`config.mk`:
```
export PLATFORM = sky130hd
export DESIGN_NAME = pfd_synth
export DESIGN_NICKNAME = d
export VERILOG_FILES = /design/src/rtl/pfd_pkg.sv /design/src/rtl/pfd_rst_sync.sv /design/src/rtl/pfd_ref_div.sv /design/src/rtl/pfd_core.sv /design/src/rtl/pfd_synth.sv
export SDC_FILE = /design/constraint.sdc
export NUM_CORES = 1
export LEC_CHECK = 0
export BUFFER_PORTS_ARGS = -buffer_cell sky130_fd_sc_hd__buf_2
export CAP_MARGIN = 10
export CORE_UTILIZATION = 60
export CTS_BUF_LIST = sky130_fd_sc_hd__clkbuf_2 sky130_fd_sc_hd__clkbuf_4 sky130_fd_sc_hd__clkbuf_8
export DETAILED_ROUTE_END_ITERATION = 8
export GPL_TIMING_DRIVEN = 0
export PLACE_DENSITY_LB_ADDON = 0.15
export REMOVE_ABC_BUFFERS = 1
export SYNTH_ARGS = -nofsm -noshare
export SYNTH_HDL_FRONTEND = slang
export SYNTH_HIERARCHICAL = 1
export SYNTH_SLANG_ARGS = --single-unit
```
`constraint.sdc`:
```
create_clock -name clk_i -period 1.85 [get_ports clk_i]
set_input_delay 0.37 -clock clk_i [delete_from_list [all_inputs] [get_ports clk_i]]
set_output_delay 0.37 -clock clk_i [all_outputs]
set_load 0.01 [all_outputs]
```
`src/rtl/pfd_pkg.sv`:
```
`timescale 1ns/1ps
package pfd_pkg;
  localparam int unsigned RATIO_W   = 14;
  localparam int unsigned MIN_RATIO = 3;
  localparam int unsigned CLR_DLY   = 2;
  localparam int unsigned SYNC_LEN  = 2;

  typedef enum logic {
    POL_SWAP   = 1'b0,
    POL_DIRECT = 1'b1
  } pol_e;

  typedef struct packed {
    logic ref_side;
    logic fb_side;
  } flag_t;
endpackage

```
`src/rtl/pfd_rst_sync.sv`:
```
`timescale 1ns/1ps
module pfd_rst_sync #(
  parameter int unsigned STAGES = 2  // must be at least 2
) (
  input  logic clk_i,
  input  logic rst_ni,
  output logic rst_no
);
  logic [STAGES-1:0] sync_q;
  logic [STAGES-1:0] sync_d;

  always_comb begin
    sync_d = {sync_q[STAGES-2:0], 1'b1};
  end

  always_ff @(posedge clk_i or negedge rst_ni) begin
    if (!rst_ni) sync_q <= '0;
    else         sync_q <= sync_d;
  end

  assign rst_no = sync_q[STAGES-1];
endmodule

```
`src/rtl/pfd_ref_div.sv`:
```
`timescale 1ns/1ps
module pfd_ref_div #(
  parameter int unsigned RATIO_W   = 14,
  parameter int unsigned MIN_RATIO = 3
) (
  input  logic               clk_i,
  input  logic               rst_ni,
  input  logic [RATIO_W-1:0] ratio_i,
  output logic               fr_o
);
  localparam logic [RATIO_W-1:0] MIN_R = RATIO_W'(MIN_RATIO);
  localparam logic [RATIO_W-1:0] ONE   = RATIO_W'(1);

  logic [RATIO_W-1:0] cnt_q, cnt_d, last_idx, eff_ratio;
  logic               fr_q, fr_d, wrap;

  always_comb begin
    eff_ratio = (ratio_i < MIN_R) ? MIN_R : ratio_i;
    last_idx  = eff_ratio - ONE;
    wrap      = (cnt_q >= last_idx);
    cnt_d     = wrap ? '0 : cnt_q + ONE;
    fr_d      = wrap;
  end

  always_ff @(posedge clk_i or negedge rst_ni) begin
    if (!rst_ni) begin
      cnt_q <= '0;
      fr_q  <= 1'b0;
    end else begin
      cnt_q <= cnt_d;
      fr_q  <= fr_d;
    end
  end

  assign fr_o = fr_q;


  fr_single_chk: assert property (@(posedge clk_i) disable iff (!rst_ni)
    fr_q |=> !fr_q);


  cnt_range_chk: assert property (@(posedge clk_i) disable iff (!rst_ni)
    ($stable(ratio_i) && (cnt_q <= last_idx)) |=> (cnt_q <= last_idx));
endmodule

```
`src/rtl/pfd_core.sv`:
```
`timescale 1ns/1ps
module pfd_core
  import pfd_pkg::*;
#(
  parameter int unsigned CLR_DLY = 2
) (
  input  logic  clk_i,
  input  logic  rst_ni,
  input  logic  ref_hit_i,
  input  logic  fb_hit_i,
  output flag_t flags_o
);
  localparam int unsigned   CW       = (CLR_DLY > 1) ? $clog2(CLR_DLY) : 1;
  localparam logic [CW-1:0] CLR_LAST = CW'(CLR_DLY - 1);

  flag_t         flag_q, flag_d;
  logic [CW-1:0] clr_q, clr_d;
  logic          both;

  always_comb begin
    both   = flag_q.ref_side & flag_q.fb_side;
    flag_d = flag_q;
    clr_d  = clr_q;
    if (both) begin
      if (clr_q == CLR_LAST) begin
        flag_d = '0;
        clr_d  = '0;
      end else begin
        clr_d = clr_q + CW'(1);
      end
    end else begin
      flag_d.ref_side = flag_q.ref_side | ref_hit_i;
      flag_d.fb_side  = flag_q.fb_side  | fb_hit_i;
    end
  end

  always_ff @(posedge clk_i or negedge rst_ni) begin
    if (!rst_ni) begin
      flag_q <= '0;
      clr_q  <= '0;
    end else begin
      flag_q <= flag_d;
      clr_q  <= clr_d;
    end
  end

  assign flags_o = flag_q;


  ref_hold_chk: assert property (@(posedge clk_i) disable iff (!rst_ni)
    (flag_q.ref_side && !flag_q.fb_side) |=> flag_q.ref_side);


  fb_hold_chk: assert property (@(posedge clk_i) disable iff (!rst_ni)
    (flag_q.fb_side && !flag_q.ref_side) |=> flag_q.fb_side);


  joint_arm_chk: assert property (@(posedge clk_i) disable iff (!rst_ni)
    (!flag_q.ref_side && !flag_q.fb_side && ref_hit_i && fb_hit_i)
      |=> (flag_q.ref_side && flag_q.fb_side));


  joint_clear_chk: assert property (@(posedge clk_i) disable iff (!rst_ni)
    $fell(flag_q.ref_side) |-> $fell(flag_q.fb_side));
endmodule

```
`src/rtl/pfd_synth.sv`:
```
`timescale 1ns/1ps
module pfd_synth
  import pfd_pkg::*;
(
  input  logic               clk_i,
  input  logic               rst_ni,
  input  logic [RATIO_W-1:0] ratio_i,
  input  logic               fp_i,
  input  logic               fc_i,
  output logic               pump_up_n_o,
  output logic               pump_dn_o,
  output logic               mon_o,
  output logic               lock_o
);
  logic  rst_n_int;
  logic  fr_tick;
  flag_t flags;
  pol_e  pol;
  logic  up_req, dn_req;

  pfd_rst_sync #(.STAGES(SYNC_LEN)) u_rst_sync (
    .clk_i  (clk_i),
    .rst_ni (rst_ni),
    .rst_no (rst_n_int)
  );

  pfd_ref_div #(.RATIO_W(RATIO_W), .MIN_RATIO(MIN_RATIO)) u_ref_div (
    .clk_i   (clk_i),
    .rst_ni  (rst_n_int),
    .ratio_i (ratio_i),
    .fr_o    (fr_tick)
  );

  pfd_core #(.CLR_DLY(CLR_DLY)) u_core (
    .clk_i     (clk_i),
    .rst_ni    (rst_n_int),
    .ref_hit_i (fr_tick),
    .fb_hit_i  (fp_i),
    .flags_o   (flags)
  );

  always_comb begin
    pol = pol_e'(fc_i);
    unique case (pol)
      POL_DIRECT: begin
        up_req = flags.ref_side;
        dn_req = flags.fb_side;
        mon_o  = fr_tick;
      end
      default: begin
        up_req = flags.fb_side;
        dn_req = flags.ref_side;
        mon_o  = fp_i;
      end
    endcase
    pump_up_n_o = ~up_req;
    pump_dn_o   = dn_req;
    lock_o      = ~(flags.ref_side | flags.fb_side);
  end


  lock_low_chk: assert property (@(posedge clk_i) disable iff (!rst_n_int)
    !lock_o |-> (!pump_up_n_o || pump_dn_o));


  idle_reset_chk: assert property (@(posedge clk_i)
    !rst_n_int |-> (pump_up_n_o && !pump_dn_o && lock_o));
endmodule

```
; ---- Word-level counts from Yosys, hierarchy flattened
; Index checks and enable logic that the tools add are counted.
[word_totals]
output_inout_bits = 4
ff_bits = 20
mem_bits_ro = 0
latchBits = 0
ram_bits = 0
memories = 0
[op_classes]
magnitude_cmp = 2
n_reduce_logical = 0
muxes = 8
n_div = 0
n_shift = 0
eq_ne = 1
bitwise = 6
multipliers = 0
addsub = 3
[op_table]
columns = cell, count
row1 = $mux W14, 2
row2 = $add A14 B1 Y14 const B, 1
row3 = $ge A14 B14 Y1, 1
row4 = $lt A14 B2 Y1 const B, 1
row5 = $sub A14 B1 Y14 const B, 1
row6 = $mux W1, 4
row7 = $mux W2, 2
row8 = $or A1 B1 Y1, 3
row9 = $ne A2 B1 Y1 const B, 1
row10 = $not A1 Y1, 2
row11 = $add A1 B1 Y1 const B, 1
row12 = $and A1 B1 Y1, 1

; ---- Depth between registers and ports, before layout
; Gate-level depths: netlist (run 1).
[depth]
ltp_word = 5
mapped_depth = 14
ltp_nobuf = 13

; ---- By module
; Netlist (run 1), hierarchy kept.
[modules_own_cells]
columns = module, n_inst, seq_area_each_um2, area_each_um2, cells_each
row1 = pfd_ref_div, 1, 375.4, 1194.9, 132
row2 = pfd_core, 1, 75.1, 107.6, 8
row3 = pfd_rst_sync, 1, 50.0, 53.8, 3
row4 = pfd_synth, 1, 0.0, 36.3, 4

; ---- Worst setup path after synthesis (run 1)
; No wires, ideal clock.
[synth_path]
path_kind = in2reg
startpoint = input ratio_i[6]
endpoint = register u_ref_div.cnt_q[10]
path_stages = 14
path_slack_ps = -1677
arrival_time_ps = 3395
n_path_buf = 1
setup_ps = 132
path_cell_list = or4_1 > or4_4 > nor2_1 > nor2_1 > ha_1 > or3b_4 > nor3_2 > xnor2_1 > ha_1 > and4_1 > o211ai_1 > o211ai_1 > clkbuf_1 > nor2_1
[synth_between]
elab_chain_len = 5
[synth_lines]
columns = element, line
row1 = from (decl), pfd_synth.sv:7  ; input logic [RATIO_W-1:0] ratio_i,
row2 = $lt A14 B2 Y1, pfd_ref_div.sv:18  ; eff_ratio = (ratio_i < MIN_R) ? MIN_R : ratio_i;
row3 = $mux W14 *, pfd_ref_div.sv:18
row4 = $sub A14 B1 Y14 *, pfd_ref_div.sv:19  ; last_idx = eff_ratio - ONE;
row5 = $ge A14 B14 Y1 *, pfd_ref_div.sv:20  ; wrap = (cnt_q >= last_idx);
row6 = net u_ref_div.fr_d, pfd_ref_div.sv:15  ; logic fr_q, fr_d, wrap;
row7 = $mux W14 *, pfd_ref_div.sv:21  ; cnt_d = wrap ? '0 : cnt_q + ONE;
row8 = net u_ref_div.cnt_d[10], pfd_ref_div.sv:14  ; logic [RATIO_W-1:0] cnt_q, cnt_d, last_idx, eff_ratio;
row9 = to (signal assigned), pfd_ref_div.sv:30  ; cnt_q <= cnt_d;
row10 = to (decl), pfd_ref_div.sv:14
; The timed path passes the listed nets; every way through them passes the cells marked *.
; A chain may end at the register's enable or synchronous reset.

; ---- Worst setup path after layout (run 1)
[layout_path]
startpoint = input ratio_i[6]
endpoint = register u_ref_div.cnt_q[5]
[layout_between]
elab_chain_len = 5
[layout_lines]
columns = element, line
row1 = $lt A14 B2 Y1, pfd_ref_div.sv:18
row2 = $mux W14 *, pfd_ref_div.sv:18
row3 = $sub A14 B1 Y14 *, pfd_ref_div.sv:19
row4 = $ge A14 B14 Y1 *, pfd_ref_div.sv:20
row5 = $mux W14 *, pfd_ref_div.sv:21
row6 = net u_ref_div.cnt_d[5], pfd_ref_div.sv:14
; Marked as above.

==> run_results.csv, run 1 <==
group,metric,value,unit
run_status,status,"finished, violations left",
run_status,violations,"setup timing",
logic_synthesis,yosysWarnings,6,
pwr,power.switching,484.6,µW
worst_setup_path,crit_slowest_cell,"or4_4",
clock_tree,cts.path.max_buffers,2,
clock_tree,htree_num_levels,1,
logic_synthesis,synth_area_leaders,"dfrtp_1 36%, ha_1 14%, xnor2_1 11%, nor2_1 7.0%, xor2_1 4.4%",
pwr,power_density,825.1,nW/µm²
floorplan,die_area,2518,µm²
logic_synthesis,ys_ff_latch,20,
pwr,ir_worst_vdd,763.7,µV
drt,routed_wl,3006,µm
worst_setup_path,critPathMaxFanout,7,
worst_setup_path,cp.arrival,3.42,ns
worst_setup_path,cpPeakStageDelay,0.53,ns
worst_setup_path,cp_cell_sequence,"buf_6 > or4_4 > or4_4 > nor2_4 > nor2_2 > ha_2 > or3b_4 > nor3_2 > xnor2_1 > ha_1 > and4_4 > o211ai_1 > o211ai_1 > buf_4 > nor2_1",
drt,drtIter0Drc,16,
worst_setup_path,path_class,"in -> reg",
global_route,grt.total_usage,27.14,%
pwr,swShare,35.19,%
finish,multiInputGateArea,913.4,µm²
clock_tree,clkTransAtPathRegs,0.10,ns
global_route,grt_antenna_before_repair,0,
finish,seq_area,500.5,µm²
floorplan,ios,22,
worst_setup_path,timing.rr.end,"u_ref_div/cnt_q[9]",
drt,drt-vias-per-instance,5.660,
sta,tightest_slew,0.7134,ns
pwr,power.total,1.377,mW
worst_setup_path,r2r_cells,8,
finish,fillers,150,
placed_design,place_ws,-2.384,ns
sta,max_freq,309.5,MHz
sta,hold_ws,0.3001,ns
placed_design,place_congestion,0.7568,
placed_design,place_area,1529,µm²
floorplan,die_w,50.18,µm
finish,diodes,0,
clock_tree,cts-buffers-inserted,3,
floorplan,start_util,63.56,%
finish,final_core_util,76.19,%
logic_synthesis,netlist_area,1393,µm²
drt,post_drt_wl_per_cell,14.59,µm
sta,slew_headroom,52.44,%
placed_design,io_buffers,21,
logic_synthesis,synth_top_area_share,35.94,%
logic_synthesis,synth_area_per_cell,9.473,µm²
floorplan,coreArea,2191,µm²
hold_path,min_path_type,"reg -> async",
drt,firstDrtPassIters,4,
sta,setup_tns,-20.31,ns
finish,fin_nets,213,
clock_tree,clock-sinks,20,
sta,drv_slew,0,
sta,finalHoldViolations,0,
sta,worst_slack,-1.382,ns
pwr,combPwrFrac,33.2,%
job,drv_cap,0,
worst_setup_path,critPathLaunchType,"input port",
sta,post-route-period-util,174.7,%
clock_tree,cts_root_buf,"clkbuf_4",
drt,num_vias,1166,
drt,drt.antenna.violating_nets,0,
finish,fin_cells,206,
worst_setup_path,r2r-start,"u_ref_div/cnt_q[0]",
drt,drc,0,
global_route,grt_overflow,0,
finish,area_growth,19.86,%
logic_synthesis,yosys.cell_types.count,33,
logic_synthesis,synth.yosys.seq_area_share,35.94,%
clock_tree,insertion_delay,0.29,ns
finish,finish.instance_area,1669,µm²
sta,rsz0062_at_grt,"true",
worst_setup_path,rrSetupSlack,-0.03,ns
floorplan,die_h,50.18,µm
worst_setup_path,cp-end-kind,"flop",
pwr,p_int,892.5,µW
placed_design,dpl.cell_count,195,
finish,drive_above_1_share,28.09,%
floorplan,fp-row-count,17,
placed_design,hpwl,2122,µm
pwr,clockPowerShare,17.8,%
pwr,p_leak,0.7247,nW
clock_tree,cts_tree,"yes",
global_route,grt_max_degree,19,
logic_synthesis,synth_cells,147,
global_route,grt_pass1_wl,5037,µm
worst_setup_path,required,2.04,ns
sta,fin_crit,3.232,ns
sta,skew,0.001172,ns
global_route,grt_pass1_vias,1142,
sta,setup_violations,15,
pwr,p_seq_share,49.0,%
logic_synthesis,synth_top_area_cell,"dfrtp_1",
-- layout make-up --
type / count / area share, %
clock buffer: 4 / 2.174
inverter: 3 / 0.6747
multi-input combinational: 123 / 54.72
sequential: 20 / 29.99
tap: 28 / 2.099
timing repair buffer: 28 / 10.34
-- kinds of logic after synthesis --
kind of cell	share of synthesized area, %
other	0.2693
adder cells (fa/ha/maj)	14.38
buffers and inverters	1.078
flip-flops	35.94
AO/OA/AOI/OAI	6.918
AND/OR/NAND/NOR	23.99
XOR/XNOR	15.09
multiplexers	2.336
-- cell usage in the layout (no fill, tap or decap), types with 3 or more instances in the layout --
cell type | netlist | routed
dfrtp_1 | 20 | 20
buf_2 | 0 | 19
nor2_1 | 26 | 17
xnor2_1 | 17 | 17
ha_1 | 16 | 15
nor2_2 | 0 | 8
nand2_1 | 7 | 7
xor2_1 | 7 | 7
buf_4 | 0 | 6
nand3_1 | 6 | 6
nor3_1 | 4 | 4
nor3b_1 | 4 | 4
a21oi_1 | 4 | 4
clkbuf_4 | 0 | 3
o21a_1 | 3 | 3
o211ai_1 | 3 | 3
inv_1 | 3 | 3
-- worst max path at each step --
stage | to | cells past startpoint | start
floorplan | u_ref_div/cnt_q[10] | 13 | ratio_i[6]
global placement | u_ref_div/cnt_q[4] | 14 | ratio_i[6]
detailed placement | u_ref_div/cnt_q[5] | 14 | ratio_i[6]
CTS | u_ref_div/cnt_q[5] | 15 | ratio_i[6]
global route | u_ref_div/cnt_q[3] | 15 | ratio_i[6]
finish | u_ref_div/cnt_q[5] | 15 | ratio_i[6]
-- metal layers --
| layer | wire, µm | GRT usage, % | vias to the layer above |
|---|---|---|---|
| li1 | - | - | 577 |
| met1 | 1308 | 34.38 | 556 |
| met2 | 1552 | 46.44 | 25 |
| met3 | 82 | 5.758 | 8 |
| met4 | 63 | 7.143 | 0 |
| met5 | 0 | 0 | - |
-- worst max-delay path, delay by kind of cell --
family                   cells  cell delay (ns)
AND/OR/NAND/NOR              8             1.74
buffers and inverters        2             0.33
adder cells (fa/ha/maj)      2             0.48
AO/OA/AOI/OAI                2             0.37
XOR/XNOR                     1             0.12
-- power by group through the flow --
stage | logic [mW] | clock network (mW) | registers [mW]
2_1_floorplan | 0.309 | 0 | 0.645
3_3_place_gp | 0.387 | 0 | 0.675
3_5_place_dp | 0.421 | 0 | 0.683
4_1_cts | 0.440 | 0.249 | 0.673
5_1_grt | 0.516 | 0.272 | 0.696
6_report | 0.457 | 0.245 | 0.675
-- cells in the mapped netlist --
| cell type | number |
|---|---|
| a22o_1 | 1 |
| nor3_2 | 1 |
| nor2b_1 | 1 |
| or4_4 | 1 |
| or2_2 | 1 |
| or3b_4 | 1 |
| nor2_1 | 26 |
| o21ai_0 | 3 |
| ha_1 | 16 |
| conb_1 | 1 |
| xor2_1 | 7 |
| nand2_1 | 7 |
| o211ai_1 | 3 |
| inv_1 | 3 |
| o21a_1 | 3 |
| clkbuf_1 | 1 |
| xnor2_1 | 17 |
| a21oi_1 | 4 |
| o31ai_1 | 1 |
| nor3b_1 | 4 |
| or4_1 | 2 |
| nand3_1 | 6 |
| mux2i_1 | 1 |
| nor3_1 | 4 |
| or3_2 | 1 |
| mux2_2 | 2 |
| or3_1 | 1 |
| nor4_1 | 1 |
| and4_1 | 2 |
| and3_1 | 2 |
| dfrtp_1 | 20 |
| nand3b_1 | 1 |
| nand4_1 | 2 |
-- state kept, by name, summed over array words and instances (netlist names) --
register,cells
u_rst_sync/sync_q,2
u_core/flags_o,2
u_ref_div/fr_o,1
u_core/clr_q,1
u_ref_div/cnt_q,14
-- timing repair --
action | 4_1_cts | 5_1_grt
gates resized for setup | 11 | 9
buffers inserted | 5 | 0
hold buffers | 1 | 0
pin swaps | 10 | 3
endpoints found under the setup margin | 15 | 15
endpoints found under the hold margin | 2 | 0
gates cloned | 1 | 0
Power figures use the tool's default switching activity.
==> inputs of run 2 (changes only) <==
--- a/config.mk
+++ b/config.mk
@@ -7,7 +7,9 @@
 export LEC_CHECK = 0
 export BUFFER_PORTS_ARGS = -buffer_cell sky130_fd_sc_hd__buf_2
 export CAP_MARGIN = 10
-export CORE_UTILIZATION = 60
+export CELL_PAD_IN_SITES_DETAIL_PLACEMENT = 0
+export CELL_PAD_IN_SITES_GLOBAL_PLACEMENT = 1
+export CORE_UTILIZATION = 48
 export CTS_BUF_LIST = sky130_fd_sc_hd__clkbuf_2 sky130_fd_sc_hd__clkbuf_4 sky130_fd_sc_hd__clkbuf_8
 export DETAILED_ROUTE_END_ITERATION = 8
 export GPL_TIMING_DRIVEN = 0
==> run_results.csv, run 2 (synthesized netlist as in run 1, its figures left out) <==
group,metric,value,unit
floorplan,start_util,50.50,%
clock_tree,cts-buffers-inserted,3,
hold_path,min_path_type,"in -> reg",
drt,num_vias,1126,
worst_setup_path,critPathMaxFanout,7,
global_route,met1_usage,26.20,%
run_status,status,"finished, violations left",
sta,skew,0.002565,ns
sta,slew_headroom,52.44,%
finish,final_core_util,60.03,%
clock_tree,cts_tree,"yes",
drt,firstDrtPassIters,4,
finish,final_common_cell,"dfrtp_1",
sta,rsz0062_at_grt,"true",
sta,max_freq,314.4,MHz
drt,drtIter0Drc,29,
global_route,grt_use_met3,4.186,%
run_status,violations,"setup timing",
sta,drv_slew,0,
pwr,p_seq_share,51.2,%
clock_tree,cts_root_buf,"clkbuf_4",
floorplan,die_h,55.86,µm
drt,drt.antenna.violating_nets,0,
floorplan,die_w,55.86,µm
sta,fin_crit,3.181,ns
floorplan,fp-row-count,19,
job,drv_cap,0,
floorplan,coreArea,2758,µm²
worst_setup_path,critPathLaunchType,"input port",
global_route,grt_max_degree,19,
sta,finalHoldViolations,0,
drt,drc,0,
drt,drt-vias-per-instance,5.440,
placed_design,io_buffers,21,
global_route,grt.total_usage,18.84,%
pwr,power_density,793.1,nW/µm²
global_route,grt_overflow,0,
drt,post_drt_wl_per_cell,12.63,µm
pwr,swShare,35.09,%
worst_setup_path,path_class,"in -> reg",
finish,largest_reg_flops,14,
floorplan,ios,22,
pwr,clockPowerShare,14.9,%
global_route,grt_antenna_before_repair,0,
clock_tree,clock-sinks,20,
placed_design,hpwl,2045,µm
finish,drive_above_1_share,27.27,%
finish,fin_nets,212,
pwr,ir_worst_vdd,675.0,µV
worst_setup_path,cp.arrival,3.37,ns
sta,tightest_slew,0.7134,ns
global_route,grt_pass1_wl,4664,µm
finish,top_register,"u_ref_div/cnt_q",
pwr,combPwrFrac,33.8,%
floorplan,die_area,3120,µm²
pwr,p_leak,0.7119,nW
sta,worst_slack,-1.331,ns
clock_tree,htree_num_levels,1,
finish,diodes,0,
worst_setup_path,cp-end-kind,"flop",
worst_setup_path,required,2.04,ns
drt,routed_wl,2615,µm
clock_tree,insertion_delay,0.29,ns
pwr,p_int,852.1,µW
sta,hold_ws,0.2886,ns
pwr,power.switching,460.7,µW
clock_tree,clkTransAtPathRegs,0.10,ns
global_route,use_met2,30.81,%
sta,post-route-period-util,171.9,%
worst_setup_path,rrSetupSlack,0.02,ns
placed_design,place_congestion,0.7673,
finish,final_cell_mix,"20 x dfrtp_1, 19 x buf_2, 17 x nor2_1, 17 x xnor2_1, 15 x ha_1",
global_route,grt_pass1_vias,1078,
sta,setup_violations,15,
finish,area_growth,18.87,%
clock_tree,cts.path.max_buffers,2,
finish,fillers,266,
global_route,grt.busiest_layer,"met2",
==> run 2: power by group through the flow <==
stage | Clock, mW | Combinational (mW) | Sequential [mW]
final | 0.196 | 0.444 | 0.672
after global routing | 0.229 | 0.509 | 0.693
after CTS | 0.205 | 0.431 | 0.673
after detailed placement | 0 | 0.409 | 0.680
after global placement | 0 | 0.393 | 0.678
after floorplan | 0 | 0.309 | 0.645
==> run 2: repair_timing <==
item	CTS	global route
endpoints found under the hold margin	2	0
hold buffers	1	0
resized for setup	11	8
pin swaps	11	1
gates cloned	1	0
buffers inserted	3	1
setup endpoints to repair	15	15
==> run 2: through the flow <==
stage	power, mW	area [µm²]	setup TNS, ns	worst slack (ns)	instances
5_1_grt	1.431	1655	-21.13	-1.431	207
3_3_place_gp	1.071	1533	-35.65	-2.391	198
3_5_place_dp	1.090	1533	-35.89	-2.414	198
6_report	1.313	1655	-19.68	-1.331	207
4_1_cts	1.310	1633	-19.46	-1.321	206
2_1_floorplan	0.9542	1389	-25.65	-1.718	146
==> run 2: critical path, stage by stage <==
cell      delay, ns
buf_6          0.09
or4_4          0.53
or4_4          0.46
nor2_4         0.14
nor2_2         0.05
ha_2           0.21
or3b_4         0.25
nor3_2         0.04
xnor2_1        0.12
ha_1           0.28
and4_4         0.22
o211ai_1       0.08
o211ai_1       0.26
buf_4          0.22
nor2_1         0.05
==> run 2: metal layers <==
| layer | up-vias | routed length (µm) |
|---|---|---|
| li1 | 576 | - |
| met1 | 541 | 1298 |
| met2 | 7 | 1261 |
| met3 | 2 | 46 |
| met4 | 0 | 9 |
| met5 | - | 0 |
==> run 2: worst paths after layout <==
check	startpoint	end	cells past startpoint
worst max-delay path	ratio_i[6]	u_ref_div/cnt_q[7]	15
worst min-delay path	fp_i	u_core/flags_o[0]	2
worst max register to register	u_ref_div/cnt_q[0]	u_ref_div/cnt_q[9]	8
worst min register to register	u_rst_sync/sync_q[1]	u_core/flags_o[0]	0
max in group asynchronous	u_rst_sync/sync_q[1]	u_ref_div/cnt_q[6]	0
min in group asynchronous	u_rst_sync/sync_q[1]	u_core/flags_o[0]	0
==> run 2: area by class of cell <==
type                            count  area, µm²  share of cell area (%)
Timing Repair Buffer               27      168.9                   10.20
Multi-Input combinational cell    123      913.4                   55.18
Inverter                            3      11.26                  0.6803
Sequential cell                    20      500.5                   30.23
Clock buffer                        3      22.52                   1.361
Tap cell                           31      38.79                   2.343
==> inputs of run 3 (changes only) <==
--- a/config.mk
+++ b/config.mk
@@ -17,5 +17,4 @@
 export REMOVE_ABC_BUFFERS = 1
 export SYNTH_ARGS = -nofsm -noshare
 export SYNTH_HDL_FRONTEND = slang
-export SYNTH_HIERARCHICAL = 1
 export SYNTH_SLANG_ARGS = --single-unit
==> run_results.csv, run 3 <==
group,metric,value,unit
global_route,grt_overflow,0,
clock_tree,clkTransAtPathRegs,0.12,ns
logic_synthesis,synthAdderAreaFrac,13.82,%
logic_synthesis,synth_area_per_cell,9.659,µm²
worst_setup_path,cp_common_cell,"buf_6",
sta,slew_headroom,53.88,%
placed_design,place_ws,-2.002,ns
clock_tree,cts.path.max_buffers,2,
pwr,power_density,816.6,nW/µm²
finish,drive_above_1_share,29.12,%
clock_tree,htree_num_levels,1,
hold_path,min_path_cells,2,
worst_setup_path,crit_slowest_cell,"or4_4",
logic_synthesis,netlist_area,1449,µm²
drt,post_drt_wl_per_cell,15.33,µm
logic_synthesis,ys_ff_latch,20,
worst_setup_path,timing.rr.end,"u_ref_div.fr_o",
floorplan,ios,22,
sta,worst_slack,-1.032,ns
finish,final_cell_mix,"20 x xnor2_1, 20 x dfrtp_1, 19 x buf_2",
clock_tree,insertion_delay,0.31,ns
worst_setup_path,required,2.06,ns
global_route,grt.busiest_layer,"met2",
hold_path,worst_hold_path.endpoint,"u_core.flags_o[0]",
finish,diodes,0,
logic_synthesis,synth-edff-count,0,
hold_path,hold_start,"fp_i",
worst_setup_path,cp-end-kind,"flop",
drt,drt-vias-per-instance,6.009,
pwr,p_leak,0.7770,nW
worst_setup_path,r2r_cells,5,
global_route,grt_max_degree,19,
logic_synthesis,yosysWarnings,0,
drt,num_vias,1280,
logic_synthesis,synth_area_leaders,"dfrtp_1 35%, ha_1 14%, xnor2_1 12%, nor4_1 7.8%, nand3_1 2.4%",
logic_synthesis,synth.yosys.seq_area_share,34.54,%
global_route,grt.total_usage,21.87,%
job,drv_cap,0,
logic_synthesis,synth_commonest_cells,"20 x dfrtp_1, 20 x xnor2_1, 18 x nor4_1",
finish,top_register,"u_ref_div.cnt_q",
hold_path,min_path_type,"in -> reg",
global_route,grt_antenna_before_repair,0,
clock_tree,cts-buffers-inserted,3,
sta,hold_ws,0.2734,ns
logic_synthesis,yosys.area_share.simple,24.09,%
run_status,status,"finished, violations left",
worst_setup_path,cp_num_buf_inv,3,
worst_setup_path,cp_cell_sequence,"buf_6 > or4_4 > nor3_4 > buf_6 > a2111oi_1 > xnor2_1 > ha_1 > a22o_1 > o41a_4 > buf_12 > or3_1",
sta,finalHoldViolations,0,
floorplan,fp-row-count,19,
drt,firstDrtPassIters,6,
worst_setup_path,critPathLaunchType,"input port",
sta,post-route-period-util,155.8,%
sta,max_freq,346.9,MHz
sta,fin_crit,2.882,ns
floorplan,start_util,51.65,%
logic_synthesis,synth_cells,150,
global_route,grt_use_met3,4.082,%
floorplan,die_area,3242,µm²
floorplan,die_h,56.94,µm
worst_setup_path,cp_top_family,"simple AND/OR/NAND/NOR gates",
logic_synthesis,synth_mux_area_share,2.245,%
worst_setup_path,rrSetupSlack,-0.21,ns
worst_setup_path,path_class,"in -> reg",
clock_tree,clock-sinks,20,
worst_setup_path,critPathMaxFanout,11,
logic_synthesis,synth_top_flop_cell,"dfrtp_1",
drt,drtIter0Drc,48,
worst_setup_path,cpPeakStageDelay,0.54,ns
logic_synthesis,synth_xor_area_share,14.51,%
logic_synthesis,synthArstFlopShare,100.0,%
drt,drc,4,
logic_synthesis,synth_compound_area_share,8.722,%
worst_setup_path,cp.arrival,3.09,ns
drt,drt.antenna.violating_nets,0,
sta,drv_slew,0,
global_route,grt_pass1_vias,1198,
logic_synthesis,synth_top_area_cell,"dfrtp_1",
sta,skew,0.01462,ns
placed_design,place_congestion,0.7818,
clock_tree,cts_tree,"yes",
sta,setup_violations,15,
finish,fin_nets,217,
sta,tightest_slew,0.6918,ns
floorplan,coreArea,2805,µm²
global_route,grt_pass1_wl,5457,µm
worst_setup_path,r2r-start,"u_ref_div.cnt_q[3]",
global_route,met1_usage,29.93,%
drt,routed_wl,3265,µm
floorplan,die_w,56.94,µm
finish,area_growth,27.29,%
logic_synthesis,synth_top_area_share,34.54,%
finish,largest_reg_flops,14,
sta,rsz0062_at_grt,"true",
pwr,ir_worst_vdd,556.6,µV
placed_design,hpwl,2181,µm
logic_synthesis,synth_top_family_by_area,"simple AND/OR/NAND/NOR gates",
placed_design,io_buffers,21,
global_route,use_met2,36.64,%
run_status,violations,"DRC, setup timing",
logic_synthesis,yosys.cell_types.count,33,
clock_tree,cts_root_buf,"clkbuf_4",
==> run 3: power breakdown <==
group	internal, mW	leakage, nW	switching [mW]
Sequential	0.534	0.256	0.148
Combinational	0.233	0.493	0.232
Clock	0.219	0.0279	0.140
==> run 3: repair_timing <==
| item | in CTS | in global routing |
|---|---|---|
| pin swaps | 6 | 3 |
| hold endpoints to repair | 2 | 0 |
| buffers inserted | 8 | 0 |
| hold buffers | 1 | 0 |
| gates cloned | 0 | 1 |
| setup endpoints to repair | 15 | 15 |
| resized for setup | 22 | 4 |
==> run 3: worst reg2reg max path, stage by stage (launching register included) <==
cell and delay [ns]:
dfrtp_1 0.47, ha_1 0.35, a22o_1 0.25, o41a_4 0.46, buf_12 0.15, or3_1 0.30
==> run 3: stage by stage <==
stage / cell area, µm² / util (%) / setup TNS, ns / power [mW] / instances
after floorplan: 1438 / - / -20.30 / 0.9445 / 147
after global placement: 1582 / 56.38 / -29.17 / 1.057 / 199
after detailed placement: 1582 / 56.38 / -29.74 / 1.092 / 199
after CTS: 1808 / 64.45 / -14.76 / 1.492 / 212
after global routing: 1844 / 65.74 / -16.37 / 1.618 / 213
final: 1844 / 65.74 / -14.81 / 1.506 / 213
==> run 3: cell families after synthesis <==
family	after synthesis
and+or+nand+nor	61
xor gates and xnor gates	24
DFF	20
AOI/OAI and AO/OA	18
adders and majority gates	16
buffers and inverters	7
muxes	3
other	1
==> run 3: how the worst max path moves through the flow <==
stage	from	end	depth (start not counted)
after floorplan	ratio_i[8]	u_ref_div.cnt_q[10]	12
after global placement	ratio_i[8]	u_ref_div.cnt_q[2]	13
after detailed placement	ratio_i[6]	u_ref_div.cnt_q[8]	13
after CTS	ratio_i[13]	u_ref_div.cnt_q[5]	15
after global routing	ratio_i[6]	u_ref_div.fr_o	11
final	ratio_i[13]	u_ref_div.fr_o	11
==> run 3: cell type report <==
cell class | count | area [µm²]
sequential | 20 | 500.5
clock buffer | 3 | 22.52
tap | 31 | 38.79
inverter | 4 | 15.01
multi-input combinational | 124 | 1030
fill | 239 | 960.9
clock inverter | 1 | 30.03
timing repair buffer | 30 | 207.7
==> run 3: routing by layer <==
metal	vias to the layer above	routed length, µm
met2	24	1684
met4	0	0
met5	-	0
li1	629	-
met3	0	113
met1	627	1466
